## src/rtl/xlat_pkg.sv

```systemverilog
package xlat_pkg;

  typedef enum logic [2:0] {
    FLT_NONE  = 3'd0,
    FLT_ALIGN = 3'd1,
    FLT_MISS  = 3'd2,
    FLT_PRIV  = 3'd3,
    FLT_PROT  = 3'd4,
    FLT_NFO   = 3'd5,
    FLT_SIDE  = 3'd6
  } fault_e;

  // Page offset mask for a page-size code: 13 + 3*code bits.
  function automatic logic [63:0] off_mask(input logic [1:0] pg);
    logic [6:0] sh;
    sh = 7'd13 + 7'd3 * {5'd0, pg};
    return (64'd1 << sh) - 64'd1;
  endfunction

endpackage

```

## src/rtl/xlat_fault_eval.sv

```systemverilog
module xlat_fault_eval
  import xlat_pkg::*;
(
  input  logic   hit,
  input  logic   user,
  input  logic   write,
  input  logic   nf_space,
  input  logic   pg_priv,
  input  logic   pg_writable,
  input  logic   pg_nfo,
  input  logic   pg_side,
  output fault_e flt
);

  always_comb begin
    if (!hit)                      flt = FLT_MISS;
    else if (user && pg_priv)      flt = FLT_PRIV;
    else if (write && !pg_writable) flt = FLT_PROT;
    else if (pg_nfo && !nf_space)  flt = FLT_NFO;
    else if (pg_side && nf_space)  flt = FLT_SIDE;
    else                           flt = FLT_NONE;
  end

  always_comb begin
    AST_PROT_NEEDS_WRITE: assert (flt != FLT_PROT || write);
  end

endmodule

```

## src/rtl/xlat_recent_cache.sv

```systemverilog
module xlat_recent_cache
  import xlat_pkg::*;
#(
  parameter int VA_W    = 64,
  parameter int PA_W    = 40,
  parameter int ID_W    = 6,
  parameter int SPACE_W = 8,
  parameter int STATE_W = 8
) (
  input  logic               clk,
  input  logic               rst,
  input  logic [STATE_W-1:0] state_word,
  input  logic [VA_W-1:0]    lk_va,
  input  logic [SPACE_W-1:0] lk_space,
  input  logic               lk_write,
  output logic               lk_hit,
  output logic [PA_W-1:0]    lk_pa,
  output logic [1:0]         lk_pg,
  output logic               lk_side,
  input  logic               fill_en,
  input  logic [ID_W-1:0]    fill_id,
  input  logic [1:0]         fill_pg,
  input  logic [PA_W-1:0]    fill_pa,
  input  logic               fill_wr,
  input  logic               fill_side
);

  localparam int SLOTS = 2;

  logic [STATE_W-1:0] st_q;
  logic [SLOTS-1:0]   s_v;
  logic [ID_W-1:0]    s_id [SLOTS];
  logic [SPACE_W-1:0] s_sp [SLOTS];
  logic [VA_W-1:0]    s_va [SLOTS];
  logic [1:0]         s_pg [SLOTS];
  logic [PA_W-1:0]    s_pa [SLOTS];
  logic               s_wr [SLOTS];
  logic               s_sd [SLOTS];

  logic [SLOTS-1:0]   m;
  logic [SLOTS-1:0]   pres;
  logic               st_chg;
  logic [63:0]        fill_om;
  logic               do_push;

  assign st_chg  = (state_word != st_q);
  assign fill_om = off_mask(fill_pg);

  for (genvar g = 0; g < SLOTS; g++) begin : g_slot
    logic [63:0] om;
    assign om = off_mask(s_pg[g]);
    assign m[g] = s_v[g] && !st_chg && (s_sp[g] == lk_space) &&
                  ((lk_va & ~om[VA_W-1:0]) == s_va[g]) &&
                  (!lk_write || s_wr[g]);
    assign pres[g] = s_v[g] && (s_id[g] == fill_id);
  end

  assign lk_hit  = |m;
  assign lk_pa   = m[0] ? s_pa[0] : s_pa[1];
  assign lk_pg   = m[0] ? s_pg[0] : s_pg[1];
  assign lk_side = m[0] ? s_sd[0] : s_sd[1];

  // Presence is ignored when the slots are being emptied this cycle.
  assign do_push = fill_en && (st_chg || !(|pres));

  always_ff @(posedge clk) begin
    if (rst) begin
      st_q <= '0;
      s_v  <= '0;
    end else begin
      if (st_chg) begin
        st_q <= state_word;
        s_v  <= '0;
      end
      if (do_push) begin
        s_v[0] <= 1'b1;
        s_v[1] <= s_v[0] && !st_chg;
      end
    end
  end

  always_ff @(posedge clk) begin
    if (do_push) begin
      s_id[1] <= s_id[0];  s_id[0] <= fill_id;
      s_sp[1] <= s_sp[0];  s_sp[0] <= lk_space;
      s_va[1] <= s_va[0];  s_va[0] <= lk_va & ~fill_om[VA_W-1:0];
      s_pg[1] <= s_pg[0];  s_pg[0] <= fill_pg;
      s_pa[1] <= s_pa[0];  s_pa[0] <= fill_pa;
      s_wr[1] <= s_wr[0];  s_wr[0] <= fill_wr;
      s_sd[1] <= s_sd[0];  s_sd[0] <= fill_side;
    end
  end

  AST_SLOT_UNIQUE: assert property (@(posedge clk) disable iff (rst)
    (s_v[0] && s_v[1]) |-> (s_id[0] != s_id[1]));

endmodule

```

## src/rtl/xlat_perm_unit.sv

```systemverilog
module xlat_perm_unit
  import xlat_pkg::*;
#(
  parameter int VA_W    = 64,
  parameter int PA_W    = 40,
  parameter int CTX_W   = 13,
  parameter int ID_W    = 6,
  parameter int SPACE_W = 8,
  parameter int STATE_W = 8,
  parameter int IO_BIT  = 39
) (
  input  logic               clk,
  input  logic               rst,
  input  logic [STATE_W-1:0] state_word,
  input  logic               req_valid,
  input  logic               req_write,
  input  logic [VA_W-1:0]    req_vaddr,
  input  logic [1:0]         req_size,
  input  logic [CTX_W-1:0]   req_ctx,
  input  logic [SPACE_W-1:0] req_space,
  input  logic               req_nf_space,
  input  logic               ent_hit,
  input  logic [ID_W-1:0]    ent_id,
  input  logic [PA_W-1:0]    ent_pa,
  input  logic [1:0]         ent_pg,
  input  logic               ent_priv,
  input  logic               ent_writable,
  input  logic               ent_nfo,
  input  logic               ent_side,
  output logic               rsp_valid,
  output logic [2:0]         rsp_fault,
  output logic [PA_W-1:0]    rsp_pa,
  output logic               rsp_uncache,
  output logic               rsp_cached,
  output logic [VA_W-1:0]    tag_access
);

  logic [3:0]      szm;
  logic            misal;
  logic            user;
  logic            c_hit;
  logic [PA_W-1:0] c_pa;
  logic [1:0]      c_pg;
  logic            c_side;
  fault_e          eval_flt;
  fault_e          sel_flt;
  logic [PA_W-1:0] src_pa;
  logic [1:0]      src_pg;
  logic            src_side;
  logic [63:0]     om;
  logic [PA_W-1:0] pa_out;
  logic            fill_en;
  logic            tag_ld;

  assign user  = !state_word[0];
  assign szm   = (4'd1 << req_size) - 4'd1;
  assign misal = |(req_vaddr[2:0] & szm[2:0]);

  xlat_recent_cache #(
    .VA_W(VA_W), .PA_W(PA_W), .ID_W(ID_W),
    .SPACE_W(SPACE_W), .STATE_W(STATE_W)
  ) u_recent (
    .clk(clk), .rst(rst), .state_word(state_word),
    .lk_va(req_vaddr), .lk_space(req_space), .lk_write(req_write),
    .lk_hit(c_hit), .lk_pa(c_pa), .lk_pg(c_pg), .lk_side(c_side),
    .fill_en(fill_en), .fill_id(ent_id), .fill_pg(ent_pg),
    .fill_pa(ent_pa), .fill_wr(ent_writable), .fill_side(ent_side)
  );

  xlat_fault_eval u_eval (
    .hit(ent_hit), .user(user), .write(req_write), .nf_space(req_nf_space),
    .pg_priv(ent_priv), .pg_writable(ent_writable), .pg_nfo(ent_nfo),
    .pg_side(ent_side), .flt(eval_flt)
  );

  always_comb begin
    if (misal)      sel_flt = FLT_ALIGN;
    else if (c_hit) sel_flt = FLT_NONE;
    else            sel_flt = eval_flt;
  end

  assign src_pa   = c_hit ? c_pa   : ent_pa;
  assign src_pg   = c_hit ? c_pg   : ent_pg;
  assign src_side = c_hit ? c_side : ent_side;
  assign om       = off_mask(src_pg);
  assign pa_out   = (src_pa & ~om[PA_W-1:0]) | (req_vaddr[PA_W-1:0] & om[PA_W-1:0]);

  assign fill_en = req_valid && !misal && !c_hit && (eval_flt == FLT_NONE);
  assign tag_ld  = req_valid && (sel_flt != FLT_NONE) && (sel_flt != FLT_ALIGN);

  always_ff @(posedge clk) begin
    if (rst) begin
      rsp_valid   <= 1'b0;
      rsp_fault   <= 3'd0;
      rsp_pa      <= '0;
      rsp_uncache <= 1'b0;
      rsp_cached  <= 1'b0;
      tag_access  <= '0;
    end else begin
      rsp_valid   <= req_valid;
      rsp_fault   <= req_valid ? sel_flt : FLT_NONE;
      rsp_pa      <= pa_out;
      rsp_uncache <= req_valid && (sel_flt == FLT_NONE) && (src_side || pa_out[IO_BIT]);
      rsp_cached  <= req_valid && !misal && c_hit;
      if (tag_ld) tag_access <= {req_vaddr[VA_W-1:CTX_W], req_ctx};
    end
  end

  AST_ALIGN_WINS: assert property (@(posedge clk) disable iff (rst)
    (req_valid && misal) |=> (rsp_fault == FLT_ALIGN));
  AST_TAG_QUIET: assert property (@(posedge clk) disable iff (rst)
    (rsp_valid && (rsp_fault == FLT_NONE || rsp_fault == FLT_ALIGN)) |-> $stable(tag_access));
  AST_UNC_ONLY_OK: assert property (@(posedge clk) disable iff (rst)
    rsp_uncache |-> (rsp_valid && rsp_fault == FLT_NONE));
  AST_CACHED_CLEAN: assert property (@(posedge clk) disable iff (rst)
    rsp_cached |-> (rsp_fault == FLT_NONE));
  AST_VALID_PULSE: assert property (@(posedge clk) disable iff (rst)
    req_valid |=> rsp_valid);

endmodule

```

## config.mk

```make
export PLATFORM = sky130hd
export DESIGN_NAME = xlat_perm_unit
export DESIGN_NICKNAME = d
export VERILOG_FILES = /design/src/rtl/xlat_pkg.sv /design/src/rtl/xlat_fault_eval.sv /design/src/rtl/xlat_recent_cache.sv /design/src/rtl/xlat_perm_unit.sv
export SDC_FILE = /design/constraint.sdc
export NUM_CORES = 1
export LEC_CHECK = 0
export BUFFER_PORTS_ARGS = -buffer_cell sky130_fd_sc_hd__buf_2
export CELL_PAD_IN_SITES_DETAIL_PLACEMENT = 1
export CELL_PAD_IN_SITES_GLOBAL_PLACEMENT = 1
export CORE_ASPECT_RATIO = 1.75
export CORE_MARGIN = 8
export CORE_UTILIZATION = 40
export CTS_CLUSTER_DIAMETER = 100
export CTS_CLUSTER_SIZE = 16
export DETAILED_ROUTE_END_ITERATION = 12
export GPL_TIMING_DRIVEN = 0
export PLACE_DENSITY = 0.75
export SLEW_MARGIN = 20
export SYNTH_ARGS = -nofsm -noshare
export SYNTH_HDL_FRONTEND = slang
export SYNTH_SLANG_ARGS = --single-unit
export TNS_END_PERCENT = 30
```

## constraint.sdc

```tcl
create_clock -name clk -period 27.4 [get_ports clk]
set_input_delay 4.11 -clock clk [delete_from_list [all_inputs] [get_ports clk]]
set_output_delay 4.11 -clock clk [all_outputs]
set_load 0.03 [all_outputs]
```

==> results of run 1 <==
[metal layers]
metal  vias to the layer above  wire (µm)  GRT usage [%]
li1                       6803          -              -
met1                      7462      24700           25.8
met2                       480      38000           49.0
met3                       204       2950           3.44
met4                         2       5690           18.5
met5                         -         10              0
[power groups by stage]
| stage | clock (µW) | combinational (µW) | sequential [µW] |
|---|---|---|---|
| detailed placement | 0 | 155 | 621 |
| finish | 394 | 155 | 609 |
| floorplan | 0 | 67.4 | 643 |
| global placement | 0 | 149 | 626 |
| CTS | 401 | 156 | 608 |
| global route | 417 | 166 | 610 |
[cells in the mapped netlist (13+ instances only)]
cell type / n / area, µm²
edfxtp_1: 244 / 7330
nand2_1: 202 / 758
dfxtp_1: 120 / 2400
mux2i_1: 107 / 1070
clkbuf_1: 82 / 308
xor2_1: 75 / 657
xnor2_1: 66 / 578
nor2_1: 65 / 244
nor2b_1: 57 / 357
o21ai_0: 54 / 270
nand3_1: 42 / 210
ha_1: 41 / 513
inv_1: 38 / 143
a21oi_1: 35 / 175
nand4_1: 29 / 181
nand2b_1: 28 / 175
nor4_1: 27 / 169
nor3_1: 24 / 120
nor3b_1: 22 / 165
and3_1: 21 / 131
and2_1: 19 / 119
a31oi_1: 15 / 93.8
buf_2: 15 / 75.1
a211oi_1: 13 / 97.6
a32oi_1: 13 / 114
[final cells by class]
cell class,count,area (µm²),area share (%)
clock inverters,1,30.0,0.140
clock buffers,46,747,3.48
plain buffers,110,492,2.29
multi-input cells,1170,8030,37.4
repair buffers,290,1560,7.25
flip-flops and latches,364,9730,45.3
inverters,39,146,0.682
well taps,583,729,3.40
diodes,2,5.00,0.0233
[sequential cells by signal, summed over array words and instances (netlist names)]
signal	count
u_recent.s_id	12
u_recent.s_v	2
u_recent.st_q	8
rsp_fault	3
u_recent.s_wr	2
u_recent.s_va	128
rsp_pa	40
rsp_valid	1
u_recent.s_pa	80
rsp_cached	1
u_recent.s_sp	16
tag_access	64
u_recent.s_sd	2
rsp_uncache	1
u_recent.s_pg	4
[worst max-delay path, delay by kind of cell]
family | cells | cell delay, ps
AO/OA/AOI/OAI | 8 | 3300
buffers and inverters | 5 | 1080
adder cells (fa/ha/maj) | 1 | 200
AND/OR/NAND/NOR | 6 | 1880
[final timing paths]
path                            depth (start not counted)            startpoint  slack [ps]                   end
worst max register to register                         26   u_recent.s_pg[0][2]       18370            rsp_pa[27]
worst min register to register                          0  u_recent.s_pa[0][26]         450  u_recent.s_pa[0][66]
worst min-delay path                                    0  u_recent.s_pa[0][26]         450  u_recent.s_pa[0][66]
worst max-delay path                                   20         req_vaddr[58]       17240            rsp_pa[27]
[cells in the final DEF, fill, tap and decap left out, types with 12 or more instances in the layout]
cell type  netlist  layout
buf_2           15     275
edfxtp_1       244     244
nand2_1        202     202
dfxtp_1        120     120
mux2i_1        107     107
clkbuf_1        82     101
xor2_1          75      75
xnor2_1         66      66
nor2_1          65      65
nor2b_1         57      57
o21ai_0         54      54
nand3_1         42      42
ha_1            41      41
inv_1           38      38
a21oi_1         35      35
nand4_1         29      29
nand2b_1        28      28
clkbuf_16        0      27
nor4_1          27      26
nor3_1          24      23
nor3b_1         22      22
buf_4            0      22
and3_1          21      21
and2_1          19      19
buf_6            8      16
a31oi_1         15      15
a211oi_1        13      13
a32oi_1         13      13
o211ai_1        12      12
o2111ai_1       12      12
o41ai_1         12      12
a41oi_1         12      12
[cells by family (layout without fill, tap and decap cells)]
| family | Yosys count | after routing | synth area share, % |
|---|---|---|---|
| and+or+nand+nor | 594 | 594 | 17.2 |
| DFF | 364 | 364 | 53.0 |
| AOI/OAI and AO/OA | 277 | 277 | 10.8 |
| buffers and inverters | 149 | 486 | 3.48 |
| xor gates and xnor gates | 141 | 141 | 6.73 |
| muxes | 109 | 109 | 5.98 |
| adders and majority gates | 41 | 41 | 2.80 |
| other | 2 | 10 | 0.0409 |
[metrics by stage]
stage	util, %	hold slack [ps]	instances	power [µW]	setup TNS, ps
6_report	47.0	450	2605	1160	0
5_1_grt	47.0	457	2605	1190	0
4_1_cts	47.0	453	2603	1170	0
3_5_place_dp	45.3	433	2556	776	0
3_3_place_gp	44.7	423	2526	775	-887620
2_1_floorplan	-	417	1683	710	0
==> results.txt, run 1 <==
Slew HR: 27.0%
Top Ports: 263
full die area: 0.0533 mm²
die width: 178 µm
first-pass GRT wire length: 104 mm
vias in the first global route: 16200
placed cell areas: 0.0207 mm²
slew at the pin closest to its max-slew limit: 1090 ps
Yosys reg bits: 364
clock tree buffer depth: 3
Inserted Clock Buffers: 26
sequential share of power: 52.6%
DP Wirelength: 57.7 mm
nets: 2195
TritonRoute pass-1 iters: 6
GRT Total Usage: 26.2%
Crit-path slowest cell: a2111oi_1
final critical-path share of the clock period: 37.1%
Hold-fix buffers, CTS: 0
vias: 15000
initial antenna violation count: 3
clock latency on the worst-skew pair: 590 ps
dominant synthesized flop cell: edfxtp_1
Tmin final: 10160 ps
unrepaired setup endpoints after global routing: no
DP Worst Slack: 16760 ps
fin worst setup slack: 17240 ps
Max stage delay on crit path: 970 ps
Via density: 5.74
Pwr Density: 53.9 mW/mm²
Worst-path clk slew: 80 ps
min-delay worst type: reg -> reg
Max Cap Violations: 0
Resized cells post-CTS: 0
Arr. time, crit path: 10590 ps
endpoint class of the critical path: register
fillcell total: 5106
PortBufs: 260
Post-CTS Setup Inserts: 0
most used cell, CP: clkbuf_1
Req. time, crit path: 27830 ps
Synth Area per Inst: 10.9 µm²
Core ar.: 0.0457 mm²
Startpoint Class: input port
Routed Antenna Nets: 0
post-route cell area: 0.0215 mm²
final hold violation count: 0
largest net degree at the start of global routing: 18
Seq/Total Area, Yosys: 53.0%
Syn Inst Count: 1677
Max VDD drop: 0.0518 mV
Initial Util: 40.2%
Synth cell types: 86
EDFF count, synth: 244
Synth Warn #: 0
post-DR wirelength/cell: 27.4 µm
Iter 0 DRT Violations: 696
CTS tree: built
status: completed
chip height: 299 µm
Layout Area Growth over Synthesis: 16.9%
Final Skew: 27.6 ps
CTS HTree Levels: 1
critical path type: in -> reg
row cnt: 104
global route total overflow: 0
final WL: 71.4 mm
Sw Share: 27.1%
Setup Viol. Count Final: 0
Sink Count: 364
max-slew violation total from the final report: 0
DR DRC count: 0
Gate power share: 13.4%
root buffer cell: clkbuf_16
CP Max Fanout: 10
Syn Std Cell Area: 0.0184 mm²
share of layout cells above drive strength 1: 18.0%
ys async rst share: 0%
cell internal pwr: 844 µW
clock network fraction of total power: 34.0%
P_sw: 313 µW
Leakage: 0.00816 µW
f_max: 98.4 MHz
GPL Wtd Cong: 0.997
critical-path cell list: buf_2 > inv_1 > o2bb2ai_1 > a221oi_1 > nand4_1 > nor4_1 > and4_1 > nand4_1 > clkbuf_1 > clkbuf_1 > a21o_1 > ha_1 > clkbuf_1 > o31ai_1 > and2_1 > o21ai_0 > a2111oi_1 > nor3b_1 > a32oi_1 > o21ai_0
Power figures use the tool's default switching activity.
==> run 2: changes to the inputs <==
--- a/config.mk
+++ b/config.mk
@@ -5,6 +5,7 @@
 export SDC_FILE = /design/constraint.sdc
 export NUM_CORES = 1
 export LEC_CHECK = 0
+export ABC_AREA = 1
 export BUFFER_PORTS_ARGS = -buffer_cell sky130_fd_sc_hd__buf_2
 export CELL_PAD_IN_SITES_DETAIL_PLACEMENT = 1
 export CELL_PAD_IN_SITES_GLOBAL_PLACEMENT = 1
@@ -15,7 +16,7 @@
 export CTS_CLUSTER_SIZE = 16
 export DETAILED_ROUTE_END_ITERATION = 12
 export GPL_TIMING_DRIVEN = 0
-export PLACE_DENSITY = 0.75
+export PLACE_DENSITY = 0.79
 export SLEW_MARGIN = 20
 export SYNTH_ARGS = -nofsm -noshare
 export SYNTH_HDL_FRONTEND = slang
==> constraint.sdc (replaced) <==
create_clock -name clk -period 9.6 [get_ports clk]
set_input_delay 1.44 -clock clk [delete_from_list [all_inputs] [get_ports clk]]
set_output_delay 1.44 -clock clk [all_outputs]
set_load 0.03 [all_outputs]
==> run 2 against run 1 <==
  * Worst setup slack got worse by 15000 ps
  * Sequential power rose to 2.9 times the previous value
  * Combinational power rose to 3.8 times the previous value
  * Via count rose by 31%
==> results.txt, run 2 <==
status: completed (unchanged)
Max stage delay on crit path: 460 ps (was 970 ps)
first-pass GRT wire length: 128 mm (was 104 mm)
critical path type: reg -> reg (was in -> reg)
Synth Warn #: 0 (unchanged)
Yosys reg bits: 364 (unchanged)
Initial Util: 40.1% (was 40.2%)
DP Wirelength: 70.7 mm (was 57.7 mm)
GRT Total Usage: 28.7% (was 26.2%)
Slew HR: 26.3% (was 27.0%)
Synth Area per Inst: 7.39 µm² (was 10.9 µm²)
Inserted Clock Buffers: 26 (unchanged)
commonest non-fill, non-tap cell in the layout: nand2_1 (was buf_2)
Worst-path clk slew: 90 ps (was 80 ps)
TritonRoute pass-1 iters: 6 (unchanged)
Top reg by flops: u_recent.s_va (unchanged)
Iter 0 DRT Violations: 1014 (was 696)
top cells by count, synth: nand2_1 (880), inv_1 (421), nor2_1 (399) (was edfxtp_1 (244), nand2_1 (202), dfxtp_1 (120))
f_max: 132 MHz
vias in the first global route: 21200 (was 16200)
chip height: 315 µm (was 299 µm)
PortBufs: 260 (unchanged)
CP Max Fanout: 10 (unchanged)
leading post-synthesis cells by cell area: edfxtp_1 (36%), nand2_1 (16%), dfxtp_1 (12%) (was edfxtp_1 (40%), dfxtp_1 (13%), mux2i_1 (5.8%))
post-DR wirelength/cell: 23.0 µm (was 27.4 µm)
Crit-path slowest cell: ha_1 (was a2111oi_1)
full die area: 0.0590 mm² (was 0.0533 mm²)
endpoint class of the critical path: register (unchanged)
Syn Inst Count: 2774 (was 1677)
min-delay worst type: reg -> reg (unchanged)
initial antenna violation count: 1 (was 3)
Syn Std Cell Area: 0.0205 mm² (was 0.0184 mm²)
fin worst setup slack: 2030 ps (was 17240 ps)
clock tree buffer depth: 3 (unchanged)
Hold-fix buffers, CTS: 0 (unchanged)
Via density: 5.21 (was 5.74)
Arr. time, crit path: 8040 ps (was 10590 ps)
Seq/Total Area, Yosys: 47.5% (was 53.0%)
unrepaired setup endpoints after global routing: no (unchanged)
dominant synthesized flop cell: edfxtp_1 (unchanged)
vias: 19600 (was 15000)
most frequent cells in the layout: nand2_1 (880), inv_1 (421), nor2_1 (399) (was buf_2 (275), edfxtp_1 (244), nand2_1 (202))
Synth top area share: 35.7% (was 39.9%)
final WL: 86.7 mm (was 71.4 mm)
die width: 187 µm (was 178 µm)
Max VDD drop: 0.130 mV (was 0.0518 mV)
most used cell, CP: inv_1 (was clkbuf_1)
EDFF count, synth: 244 (unchanged)
share of layout cells above drive strength 1: 12.3% (was 18.0%)
Leakage: 0.0117 µW (was 0.00816 µW)
max-slew violation total from the final report: 0 (unchanged)
final critical-path share of the clock period: 78.8%
CTS tree: built (unchanged)
Setup Viol. Count Final: 0 (unchanged)
DP Worst Slack: 2150 ps (was 16760 ps)
Tot Pwr: 3510 µW (was 1160 µW)
Resized cells post-CTS: 0 (unchanged)
Synth cell types: 45 (was 86)
Req. time, crit path: 10080 ps (was 27830 ps)
Max Cap Violations: 0 (unchanged)
DR DRC count: 0 (unchanged)
Post-CTS Setup Inserts: 0 (unchanged)
global route total overflow: 0 (unchanged)
Final Skew: 28.2 ps (was 27.6 ps)
root buffer cell: clkbuf_16 (unchanged)
Core ar.: 0.0511 mm² (was 0.0457 mm²)
clock latency on the worst-skew pair: 600 ps (was 590 ps)
Layout Area Growth over Synthesis: 14.7% (was 16.9%)
nets: 3264 (was 2195)
ys async rst share: 0% (unchanged)
largest net degree at the start of global routing: 99 (was 18)
Pwr Density: 149 mW/mm² (was 53.9 mW/mm²)
Tmin final: 7570 ps
count leader, synth: nand2_1 (was edfxtp_1)
flip-flop count of the largest register after layout: 128 (unchanged)
Top Ports: 263 (unchanged)
Startpoint Class: register (was input port)
slew at the pin closest to its max-slew limit: 1110 ps (was 1090 ps)
final hold violation count: 0 (unchanged)
CTS HTree Levels: 1 (unchanged)
n_diodes: 0 (was 2)
row cnt: 110 (was 104)
Yosys top cell by area: edfxtp_1 (unchanged)
WHS: 452 ps (was 450 ps)
Sink Count: 364 (unchanged)
Routed Antenna Nets: 0 (unchanged)
TNS Setup: 0 ps (unchanged)
GPL Wtd Cong: 0.997 (about the same)
fillcell total: 6535 (was 5106)
Largest regs: u_recent.s_va: 128 flops, u_recent.s_pa: 80 flops, tag_access: 64 flops (unchanged)
==> run 2: stage by stage <==
stage               util, %  instance area [µm²]  std cells
CTS                    46.0                23500       3762
finish                 46.0                23500       3762
floorplan                 -                20500       2780
detailed placement     44.5                22700       3714
global route           46.0                23500       3762
global placement       44.4                22700       3712
==> run 2: cells by family after synthesis <==
kind of cell	synth area share, %
simple gates	34.2
flops	47.5
buf+inv	9.94
fa+ha+maj	2.50
compound gates	4.38
other cells	0.0366
xor+xnor	1.50
==> run 2: worst paths after layout <==
path / startpoint / to / slack, ps / cells past startpoint
max reg2reg: u_recent.s_pg[0][3] / rsp_pa[27] / 2030 / 32
max: u_recent.s_pg[0][3] / rsp_pa[27] / 2030 / 32
min: u_recent.s_sp[0][7] / u_recent.s_sp[0][15] / 450 / 0
min reg2reg: u_recent.s_sp[0][7] / u_recent.s_sp[0][15] / 450 / 0
==> run 2: worst max-delay path, delay by kind of cell (launching register included) <==
family                   cells  cell delay, ps
AND/OR/NAND/NOR             16            3440
buffers and inverters        9            1550
adder cells (fa/ha/maj)      3            1100
AO/OA/AOI/OAI                4             870
flip-flops                   1             440
==> run 2: layer usage <==
metal	GRT usage [%]	up-vias	routed length [µm]
met2	54.4	576	45400
met1	27.3	9487	29700
met4	22.2	0	7730
met3	4.44	244	3850
met5	0	-	0
li1	-	9308	-
==> run 2: final cells by class <==
| class | count | area (µm²) | share of cell area, % |
|---|---|---|---|
| Sequential cell | 364 | 9730 | 41.4 |
| Multi-Input combinational cell | 1903 | 8760 | 37.3 |
| Inverter | 435 | 1640 | 6.98 |
| Timing Repair Buffer | 262 | 1360 | 5.77 |
| Tap cell | 672 | 841 | 3.58 |
| Clock buffer | 47 | 751 | 3.19 |
| Buffer | 78 | 404 | 1.72 |
| Clock inverter | 1 | 30.0 | 0.128 |
==> run 2: report_power, final <==
part           switching, µW  internal (µW)  total, µW
registers               35.3           1740       1770
logic                    430            164        594
clock network            592            555       1150
